--- src/rtl/simd_bc_pkg.sv ---
package simd_bc_pkg;

    localparam int STEPS  = 4;
    localparam int FLD_A  = 0;
    localparam int FLD_B  = 1;
    localparam int FLD_OP = 2;
    localparam int FLD_W  = 3;

    typedef enum logic [2:0] {
        ST_IDLE   = 3'd0,
        ST_GET_A  = 3'd1,
        ST_GET_B  = 3'd2,
        ST_GET_OP = 3'd3,
        ST_GET_W  = 3'd4,
        ST_EXEC   = 3'd5
    } seq_state_t;

endpackage

--- src/rtl/bc_seq.sv ---
module bc_seq
    import simd_bc_pkg::*;
#(
    parameter int STEP_W = 5
) (
    input  logic                             clk,
    input  logic                             rst_n,
    input  logic                             start,
    input  logic                             step_valid,
    input  logic [STEP_W-1:0]                step_data,
    output logic                             exec_o,
    output logic [STEPS-1:0][STEP_W-1:0]     fields_o
);

    seq_state_t state_q, state_d;
    logic [STEPS-1:0][STEP_W-1:0] fields_q;
    logic take;
    logic [1:0] slot;

    // state register
    always_ff @(posedge clk or negedge rst_n) begin
        if (!rst_n) state_q <= ST_IDLE;
        else        state_q <= state_d;
    end

    // next-state logic
    always_comb begin
        state_d = state_q;
        unique case (state_q)
            ST_IDLE:   state_d = ST_IDLE;
            ST_GET_A:  if (step_valid) state_d = ST_GET_B;
            ST_GET_B:  if (step_valid) state_d = ST_GET_OP;
            ST_GET_OP: if (step_valid) state_d = ST_GET_W;
            ST_GET_W:  if (step_valid) state_d = ST_EXEC;
            ST_EXEC:   state_d = ST_GET_A;
            default:   state_d = ST_IDLE;
        endcase
        if (start) state_d = ST_GET_A;
    end

    // which field slot the current state fills
    always_comb begin
        take = 1'b0;
        slot = 2'd0;
        unique case (state_q)
            ST_GET_A:  begin take = step_valid && !start; slot = 2'(FLD_A);  end
            ST_GET_B:  begin take = step_valid && !start; slot = 2'(FLD_B);  end
            ST_GET_OP: begin take = step_valid && !start; slot = 2'(FLD_OP); end
            ST_GET_W:  begin take = step_valid && !start; slot = 2'(FLD_W);  end
            default:   begin take = 1'b0; slot = 2'd0; end
        endcase
    end

    always_ff @(posedge clk or negedge rst_n) begin
        if (!rst_n)    fields_q <= '0;
        else if (take) fields_q[slot] <= step_data;
    end

    // outputs
    always_comb begin
        exec_o   = (state_q == ST_EXEC);
        fields_o = fields_q;
    end

    AST_EXEC_PULSE: assert property (@(posedge clk) disable iff (!rst_n)
        exec_o |=> !exec_o);

    AST_EXEC_CAUSE: assert property (@(posedge clk) disable iff (!rst_n)
        exec_o |-> $past(state_q == ST_GET_W && step_valid && !start));

    AST_START_RESTART: assert property (@(posedge clk) disable iff (!rst_n)
        start |=> (state_q == ST_GET_A));

    AST_IDLE_HOLD: assert property (@(posedge clk) disable iff (!rst_n)
        (state_q == ST_IDLE && !start) |=> (state_q == ST_IDLE));

    AST_FIELDS_HELD: assert property (@(posedge clk) disable iff (!rst_n)
        (state_q == ST_EXEC) |=> $stable(fields_q));

endmodule

--- src/rtl/onehot_dec.sv ---
module onehot_dec #(
    parameter int IN_W = 5,
    localparam int OUT_W = 1 << IN_W
) (
    input  logic [IN_W-1:0]  code,
    output logic [OUT_W-1:0] lines
);

    for (genvar k = 0; k < OUT_W; k++) begin : g_line
        assign lines[k] = (code == IN_W'(k));
    end

endmodule

--- src/rtl/bc_gate.sv ---
module bc_gate #(
    parameter int LANES = 4,
    parameter int W     = 32
) (
    input  logic                     en,
    input  logic [LANES-1:0][W-1:0]  din,
    output logic [LANES-1:0][W-1:0]  dout
);

    for (genvar g = 0; g < LANES; g++) begin : g_lane
        assign dout[g] = en ? din[g] : '0;
    end

endmodule

--- src/rtl/mesh_route.sv ---
module mesh_route #(
    parameter int N = 8,
    localparam int CELLS = N * N
) (
    input  logic [CELLS-1:0] pe_out,
    input  logic [CELLS-1:0] sensor_bits,
    output logic [CELLS-1:0] nbr_up,
    output logic [CELLS-1:0] nbr_down,
    output logic [CELLS-1:0] nbr_left,
    output logic [CELLS-1:0] nbr_right,
    output logic [CELLS-1:0] pe_sensor
);

    for (genvar r = 0; r < N; r++) begin : g_row
        for (genvar c = 0; c < N; c++) begin : g_col
            localparam int IDX = r * N + c;

            if (r == 0) begin : g_top
                assign nbr_up[IDX] = 1'b0;
            end else begin : g_up
                assign nbr_up[IDX] = pe_out[IDX - N];
            end

            if (r == N - 1) begin : g_bot
                assign nbr_down[IDX] = 1'b0;
            end else begin : g_dn
                assign nbr_down[IDX] = pe_out[IDX + N];
            end

            if (c == 0) begin : g_lft
                assign nbr_left[IDX] = 1'b0;
            end else begin : g_lf
                assign nbr_left[IDX] = pe_out[IDX - 1];
            end

            if (c == N - 1) begin : g_rgt
                assign nbr_right[IDX] = 1'b0;
            end else begin : g_rt
                assign nbr_right[IDX] = pe_out[IDX + 1];
            end

            assign pe_sensor[IDX] = sensor_bits[IDX];
        end
    end

endmodule

--- src/rtl/simd_bcast_array.sv ---
module simd_bcast_array
    import simd_bc_pkg::*;
#(
    parameter int N      = 8,
    parameter int STEP_W = 5
) (
    input  logic                      clk,
    input  logic                      rst_n,
    input  logic                      start,
    input  logic                      step_valid,
    input  logic [STEP_W-1:0]         step_data,
    input  logic [N*N-1:0]            sensor_bits,
    input  logic [N*N-1:0]            pe_out,
    output logic                      exec_o,
    output logic [(1<<STEP_W)-1:0]    sel_a,
    output logic [(1<<STEP_W)-1:0]    sel_b,
    output logic [(1<<STEP_W)-1:0]    op_line,
    output logic [(1<<STEP_W)-1:0]    sel_w,
    output logic [N*N-1:0]            nbr_up,
    output logic [N*N-1:0]            nbr_down,
    output logic [N*N-1:0]            nbr_left,
    output logic [N*N-1:0]            nbr_right,
    output logic [N*N-1:0]            pe_sensor
);

    localparam int SEL_W = 1 << STEP_W;

    logic                          exec_w;
    logic [STEPS-1:0][STEP_W-1:0]  fields;
    logic [STEPS-1:0][SEL_W-1:0]   decoded;
    logic [STEPS-1:0][SEL_W-1:0]   driven;

    bc_seq #(.STEP_W(STEP_W)) u_seq (
        .clk        (clk),
        .rst_n      (rst_n),
        .start      (start),
        .step_valid (step_valid),
        .step_data  (step_data),
        .exec_o     (exec_w),
        .fields_o   (fields)
    );

    for (genvar g = 0; g < STEPS; g++) begin : g_dec
        onehot_dec #(.IN_W(STEP_W)) u_dec (
            .code  (fields[g]),
            .lines (decoded[g])
        );
    end

    bc_gate #(.LANES(STEPS), .W(SEL_W)) u_gate (
        .en   (exec_w),
        .din  (decoded),
        .dout (driven)
    );

    assign exec_o  = exec_w;
    assign sel_a   = driven[FLD_A];
    assign sel_b   = driven[FLD_B];
    assign op_line = driven[FLD_OP];
    assign sel_w   = driven[FLD_W];

    mesh_route #(.N(N)) u_mesh (
        .pe_out      (pe_out),
        .sensor_bits (sensor_bits),
        .nbr_up      (nbr_up),
        .nbr_down    (nbr_down),
        .nbr_left    (nbr_left),
        .nbr_right   (nbr_right),
        .pe_sensor   (pe_sensor)
    );

    AST_SEL_ONEHOT: assert property (@(posedge clk) disable iff (!rst_n)
        exec_o |-> ($countones(sel_a) == 1 && $countones(sel_b) == 1 &&
                    $countones(op_line) == 1 && $countones(sel_w) == 1));

    AST_SEL_QUIET: assert property (@(posedge clk) disable iff (!rst_n)
        !exec_o |-> ($countones({sel_a, sel_b, op_line, sel_w}) == 0));

endmodule

--- config.mk ---
export PLATFORM = sky130hd
export DESIGN_NAME = simd_bcast_array
export DESIGN_NICKNAME = d
export VERILOG_FILES = /design/src/rtl/simd_bc_pkg.sv /design/src/rtl/bc_seq.sv /design/src/rtl/onehot_dec.sv /design/src/rtl/bc_gate.sv /design/src/rtl/mesh_route.sv /design/src/rtl/simd_bcast_array.sv
export SDC_FILE = /design/constraint.sdc
export NUM_CORES = 1
export LEC_CHECK = 0
export ABC_AREA = 1
export CELL_PAD_IN_SITES_DETAIL_PLACEMENT = 1
export CELL_PAD_IN_SITES_GLOBAL_PLACEMENT = 2
export CORE_AREA = 2 2 226 228
export CTS_CLUSTER_DIAMETER = 150
export CTS_CLUSTER_SIZE = 24
export DETAILED_ROUTE_END_ITERATION = 8
export DIE_AREA = 0 0 228 230
export DONT_BUFFER_PORTS = 1
export PLACE_DENSITY = 0.46
export SLEW_MARGIN = 20
export SYNTH_ARGS = -nofsm -noshare
export SYNTH_HDL_FRONTEND = slang
export SYNTH_SLANG_ARGS = --single-unit
--- constraint.sdc ---
create_clock -name clk -period 5.25 [get_ports clk]
set_clock_uncertainty 0.1 [all_clocks]
set_input_delay 1.05 -clock clk [delete_from_list [all_inputs] [get_ports clk]]
set_output_delay 1.05 -clock clk [all_outputs]
set_load 0.01 [all_outputs]
==> flow_metrics.env, run 1 <==
export IMPL_status="finished, final reports clean"
export IMPL_dp_hpwl_mm=12.7
export IMPL_synth_cell_area_sq_um=4390
export IMPL_crit_slowest_cell="nor2_1"
export IMPL_place_area_sq_um=2900
export IMPL_ir_worst_vdd_v=0.000108
export IMPL_wire_per_inst_um=14.3
export IMPL_synth_top_area_share_pct=54.9
export IMPL_routabilityCongestion=0.676
export IMPL_path_cells="inv_1 > nor3_2 > nand2_1 > nor2_1"
export IMPL_die_area_sq_um=52400
export IMPL_fmax_mhz=296
export IMPL_grt_usage_pct=5.51
export IMPL_core_rowCount=82
export IMPL_grt_pass1_vias=2737
export IMPL_critPathLaunchType="register"
export IMPL_p_leak_nw=0.964
export IMPL_fin_area_sq_um=2980
export IMPL_grt_overflow_total=0
export IMPL_ant_nets=0
export IMPL_post_cts_buffers=0
export IMPL_period_share_pct=64.3
export IMPL_synthAdderAreaFrac_pct=0.285
export IMPL_synth_top_cell_by_area="buf_4"
export IMPL_end_kind="output port"
export IMPL_cts_tree="done"
export IMPL_clkLatencyLatePin_ps=250
export IMPL_drc_errors=0
export IMPL_hold_class="in -> async"
export IMPL_tightestPinTransition_ps=707
export IMPL_slew_violations=0
export IMPL_worst_hold_slack_ps=384
export IMPL_cts_sinks=23
export IMPL_core_area_sq_um=49900
export IMPL_setup_viol=0
export IMPL_die_w_um=228
export IMPL_final_layout_size_suffix_gt1_share_pct=1.23
export IMPL_synth_compound_area_share_pct=2.28
export IMPL_synth_cell_types=14
export IMPL_antenna_found_initial=3
export IMPL_synth_top_family_by_area="buffers and inverters"
export IMPL_fin_crit_ps=3370
export IMPL_synth_seq_area_share_pct=13.1
export IMPL_cts_htree_levels=1
export IMPL_power_density_nw_per_um2=307
export IMPL_cp_arrival_ps=2220
export IMPL_cts_made_buffers=3
export IMPL_pin_count=586
export IMPL_setup_ws_ps=1880
export IMPL_num_antenna_cells=0
export IMPL_cp_slowest_stage_delay_ps=570
export IMPL_avgSynthCellArea_sq_um=6.27
export IMPL_syn_inst=700
export IMPL_ys_ff_latch=23
export IMPL_rsz0062_at_grt="no"
export IMPL_cap_violations=0
export IMPL_wirelength_mm=15.4
export IMPL_io_buffers=0
export IMPL_grt_max_degree=24
export IMPL_cts_resized=0
export IMPL_grt_first_pass_wirelength_mm=20.7
export IMPL_final_nets=545
export IMPL_ys_warn_count=0
export IMPL_hold_viol_final=0
export IMPL_worst_slew_margin_rel_pct=52.7
export IMPL_synth_area_leaders="buf_4 55%, nor2_1 13%, dfrtp_1 13%"
export IMPL_worstPathRequired_ps=4100
export IMPL_syn_to_final_growth_pct=-32.1
export IMPL_ctsHoldBuffers=0
export IMPL_yosys_area_share_xor_xnor_pct=0
export IMPL_first_pass_iters=4
export IMPL_initial_core_util_pct=8.80
export IMPL_drtIter0Drc=92
export IMPL_path_max_fanout=16
export IMPL_worst_path_buf_inv=1
export IMPL_viasPerCell=2.42
export IMPL_die_y_um=230
export IMPL_num_vias=2605
export IMPL_cp_top_family="simple AND/OR/NAND/NOR gates"
export IMPL_postLayoutCoreUtil_pct=5.97
export IMPL_synth_mux_area_fraction_pct=0
export IMPL_clkSlewWorstSetupHoldPaths_ps=60
export IMPL_worstSetupPathType="reg -> out"
export IMPL_setup_tns_ps=0
export IMPL_ff2ff_setup_slack_ps=3780
export IMPL_dp_slack_ps=2040
export IMPL_clock_path_buffers=2
export IMPL_yosys_area_share_simple_pct=24.8
export IMPL_cts_root_buf="clkbuf_16"
[metrics by stage]
step / power [mW] / cells
6_report: 0.915 / 1078
3_5_place_dp: 0.777 / 1074
5_1_grt: 1.02 / 1078
2_1_floorplan: 0.821 / 731
3_3_place_gp: 0.768 / 1074
4_1_cts: 0.952 / 1078
[layer usage]
layer	vias up	global-route usage [%]	part of all wire [%]
met5	-	0	0.18
met4	6	3.41	5.8
met3	90	3.65	14
met2	253	8.66	45
met1	1107	5.38	34
li1	1149	-	-
[sequential cells by signal (all words and copies together), names as in the netlist]
| signal | count |
|---|---|
| u_seq.fields_o | 20 |
| u_seq.state_q | 3 |
[worst reg2reg max path: cells and delay by family (launching register included)]
kind,cells,cell delay [ps]
and+or+nand+nor,4,320
buffers and inverters,2,190
DFF,1,500
adders and majority gates,1,310
[worst paths after layout]
check / start / to / depth (start not counted)
setup / recovery: u_seq.state_q[0] / sel_b[22] / 4
hold / removal: rst_n / u_seq.fields_o[3] / 0
setup reg to reg: u_seq.state_q[1] / u_seq.state_q[2] / 7
hold reg to reg: u_seq.fields_o[14] / u_seq.fields_o[14] / 2
max in group asynchronous: rst_n / u_seq.fields_o[6] / 0
min in group clk: u_seq.fields_o[14] / u_seq.fields_o[14] / 2
[kinds of logic (layout without fill, tap and decap cells)]
family | Yosys count | after routing
adders and majority gates | 1 | 1
and+or+nand+nor | 284 | 284
other | 1 | 32
DFF | 23 | 23
AOI/OAI and AO/OA | 20 | 20
buffers and inverters | 371 | 46
[cell usage in the layout, fill, tap and decap left out]
cell type    n
nor2_1     156
nand2_1    118
inv_1       40
conb_1      32
dfrtp_1     23
o21ai_0     20
nand3_1      6
nand4_1      3
clkbuf_16    3
clkinv_1     1
nor3_2       1
ha_1         1
clkbuf_1     1
buf_4        1
[power breakdown]
part | internal, mW | switching [mW] | total, mW
logic | 0.0872 | 0.313 | 0.400
clock network | 0.104 | 0.0636 | 0.167
registers | 0.243 | 0.105 | 0.348
total | 0.433 | 0.482 | 0.915
[layout make-up]
| type | instances | area [sq um] |
|---|---|---|
| Inverter | 41 | 154 |
| Fill cell | 6118 | 46900 |
| Tap cell | 672 | 841 |
| Timing Repair Buffer | 1 | 7.51 |
| Clock buffer | 4 | 78.8 |
| Multi-Input combinational cell | 337 | 1320 |
| Sequential cell | 23 | 576 |
[synthesized netlist by cell type]
| cell | count |
|---|---|
| conb_1 | 1 |
| inv_1 | 40 |
| buf_4 | 321 |
| nand2_1 | 118 |
| o21ai_0 | 20 |
| nand3_1 | 6 |
| ha_1 | 1 |
| nor2_1 | 156 |
| dfrtp_1 | 23 |
| clkinv_1 | 1 |
| buf_2 | 8 |
| nand4_1 | 3 |
| clkbuf_1 | 1 |
| nor3_2 | 1 |
No activity file was read; power rests on OpenSTA's default activity.
==> run 2: changes to the inputs <==
--- a/config.mk
+++ b/config.mk
@@ -5,16 +5,16 @@
 export SDC_FILE = /design/constraint.sdc
 export NUM_CORES = 1
 export LEC_CHECK = 0
-export ABC_AREA = 1
+export ABC_AREA = 0
 export CELL_PAD_IN_SITES_DETAIL_PLACEMENT = 1
 export CELL_PAD_IN_SITES_GLOBAL_PLACEMENT = 2
-export CORE_AREA = 2 2 226 228
+export CORE_AREA = 2 2 229 231
 export CTS_CLUSTER_DIAMETER = 150
 export CTS_CLUSTER_SIZE = 24
 export DETAILED_ROUTE_END_ITERATION = 8
-export DIE_AREA = 0 0 228 230
+export DIE_AREA = 0 0 231 233
 export DONT_BUFFER_PORTS = 1
-export PLACE_DENSITY = 0.46
+export PLACE_DENSITY = 0.45
 export SLEW_MARGIN = 20
 export SYNTH_ARGS = -nofsm -noshare
 export SYNTH_HDL_FRONTEND = slang
==> constraint.sdc (replaced) <==
create_clock -name clk -period 2.7 [get_ports clk]
set_clock_uncertainty 0.1 [all_clocks]
set_input_delay 0.54 -clock clk [delete_from_list [all_inputs] [get_ports clk]]
set_output_delay 0.54 -clock clk [all_outputs]
set_load 0.01 [all_outputs]
==> flow_metrics.env, run 2 <==
export IMPL_status="finished, final reports clean"
export IMPL_syn_to_final_growth_pct=-23.7
export IMPL_io_buffers=0
export IMPL_startpoint="u_seq.state_q[1]"
export IMPL_dp_hpwl_mm=15.0
export IMPL_min_to="u_seq.state_q[2]"
export IMPL_period_share_pct=94.3
export IMPL_synth_edf_count=0
export IMPL_post_cts_buffers=0
export IMPL_postLayoutCoreUtil_pct=6.58
export IMPL_die_area_sq_um=53800
export IMPL_setup_viol=0
export IMPL_synth_top_cell_by_area="buf_4"
export IMPL_cts_sinks=23
export IMPL_worstSetupPathType="reg -> out"
export IMPL_path_common_cell="buf_4"
export IMPL_tightestPinTransition_ps=729
export IMPL_ctsHoldBuffers=2
export IMPL_num_vias=2528
export IMPL_final_cell_mix="118 x nor2_1, 50 x buf_4, 32 x conb_1"
export IMPL_synth_area_leaders="buf_4 55%, dfrtp_1 13%, nor2_1 10%"
export IMPL_die_y_um=233
export IMPL_cts_resized=0
export IMPL_p_total_mw=1.25
export IMPL_synth_top_area_share_pct=55.2
export IMPL_ff2ff_setup_slack_ps=1020
export IMPL_core_rowCount=83
export IMPL_num_antenna_cells=0
export IMPL_drc_errors=0
export IMPL_final_nets=491
export IMPL_layout_cells_non_filler=1032
export IMPL_path_max_fanout=9
export IMPL_gr_max_usage_layer="met2"
export IMPL_dp_cells=1026
export IMPL_fmax_mhz=393
export IMPL_clkLatencyLatePin_ps=250
export IMPL_die_w_um=231
export IMPL_clock_path_buffers=2
export IMPL_end_kind="output port"
export IMPL_r2r_start="u_seq.state_q[1]"
export IMPL_cts_htree_levels=1
export IMPL_dp_slack_ps=343
export IMPL_setup_tns_ps=0
export IMPL_wirelength_mm=17.7
export IMPL_global_route_usage_met2_pct=9.65
export IMPL_drtIter0Drc=71
export IMPL_cts_tree="done"
export IMPL_cap_violations=0
export IMPL_worst_hold_slack_ps=243
export IMPL_grtUsageMet3_pct=3.46
export IMPL_grt_pass1_vias=2483
export IMPL_hold_start="start"
export IMPL_ir_worst_vdd_v=0.000260
export IMPL_hold_viol_final=0
export IMPL_synth_cell_area_sq_um=4400
export IMPL_rr_worst_depth=6
export IMPL_antenna_found_initial=0
export IMPL_crit_slowest_cell="and3b_2"
export IMPL_grt_max_degree=24
export IMPL_ys_warn_count=0
export IMPL_path_cells="and3b_2 > buf_4 > nand4_1 > nor2_1 > buf_4"
export IMPL_fin_area_sq_um=3360
export IMPL_core_area_sq_um=51100
export IMPL_cp_arrival_ps=1910
export IMPL_yosys_most_used_dff="dfrtp_1"
export IMPL_hold_depth=1
export IMPL_hold_class="in -> reg"
export IMPL_ys_ff_latch=23
export IMPL_critPathLaunchType="register"
export IMPL_ant_nets=0
export IMPL_worstPathRequired_ps=2060
export IMPL_synth_seq_area_share_pct=13.1
export IMPL_cp_slowest_stage_delay_ps=380
export IMPL_grt_usage_pct=6.04
export IMPL_cts_made_buffers=3
export IMPL_initial_core_util_pct=8.62
export IMPL_synth_common_cells="324 x buf_4, 118 x nor2_1, 23 x dfrtp_1"
export IMPL_viasPerCell=2.45
export IMPL_power_density_nw_per_um2=373
export IMPL_place_area_sq_um=3250
export IMPL_final_layout_size_suffix_gt1_share_pct=24.7
export IMPL_syn_inst=605
export IMPL_final_common_cell="nor2_1"
export IMPL_slew_violations=0
export IMPL_pin_count=586
export IMPL_rsz0062_at_grt="no"
export IMPL_wire_per_inst_um=17.1
export IMPL_setup_ws_ps=154
export IMPL_ys_async_sr_fraction_pct=100
export IMPL_grt_overflow_total=0
export IMPL_reg2reg_to="u_seq.state_q[0]"
export IMPL_clkSlewWorstSetupHoldPaths_ps=60
export IMPL_avgSynthCellArea_sq_um=7.28
export IMPL_largest_register_ffs=20
export IMPL_fin_crit_ps=2550
export IMPL_p_leak_nw=1.13
export IMPL_yosys_cell_count_top_type="buf_4"
export IMPL_use_met1_pct=6.38
export IMPL_grt_first_pass_wirelength_mm=22.3
export IMPL_first_pass_iters=4
export IMPL_routabilityCongestion=0.659
export IMPL_synth_cell_types=33
export IMPL_worst_slew_margin_rel_pct=51.4
export IMPL_cts_root_buf="clkbuf_16"
-- run 2: report_power, final --
| group | internal, mW | leakage [nW] | switching, mW |
|---|---|---|---|
| logic | 0.124 | 0.793 | 0.239 |
| clock network | 0.199 | 0.0409 | 0.128 |
| registers | 0.406 | 0.292 | 0.159 |
-- run 2: layout make-up --
| type | count | area, sq um |
|---|---|---|
| Inverter | 2 | 7.51 |
| Clock buffer | 3 | 75.1 |
| Tap cell | 680 | 851 |
| Clock inverter | 1 | 5.00 |
| Fill cell | 6153 | 47700 |
| Multi-Input combinational cell | 271 | 1440 |
| Sequential cell | 23 | 576 |
| Timing Repair Buffer | 52 | 405 |
-- run 2: how the worst max path moves through the flow --
stage,end,cells after the start
final,sel_b[31],5
after CTS,sel_b[31],5
after floorplan,op_line[16],5
after global routing,sel_b[29],5
after detailed placement,sel_b[31],5
after global placement,sel_b[31],5
-- run 2: kinds of logic after synthesis --
| logic type | after synthesis | share of synthesized area, % |
|---|---|---|
| flops | 23 | 13.1 |
| simple gates | 212 | 23.6 |
| fa+ha+maj | 1 | 0.284 |
| compound gates | 6 | 0.994 |
| buf+inv | 342 | 56.8 |
| mux | 20 | 5.11 |
| other cells | 1 | 0.0851 |
-- run 2: critical path: cells and delay by family (launching register included) --
| family | cells | cell delay (ps) |
|---|---|---|
| buf+inv | 2 | 420 |
| flops | 1 | 370 |
| simple gates | 3 | 860 |
-- run 2: metal layers --
layer / part of all wire [%] / wire, um / vias up
li1: - / - / 1049
met1: 36 / 6360 / 1150
met2: 46 / 8050 / 246
met3: 14 / 2390 / 83
met4: 5.0 / 883 / 0
met5: 0 / 0 / -
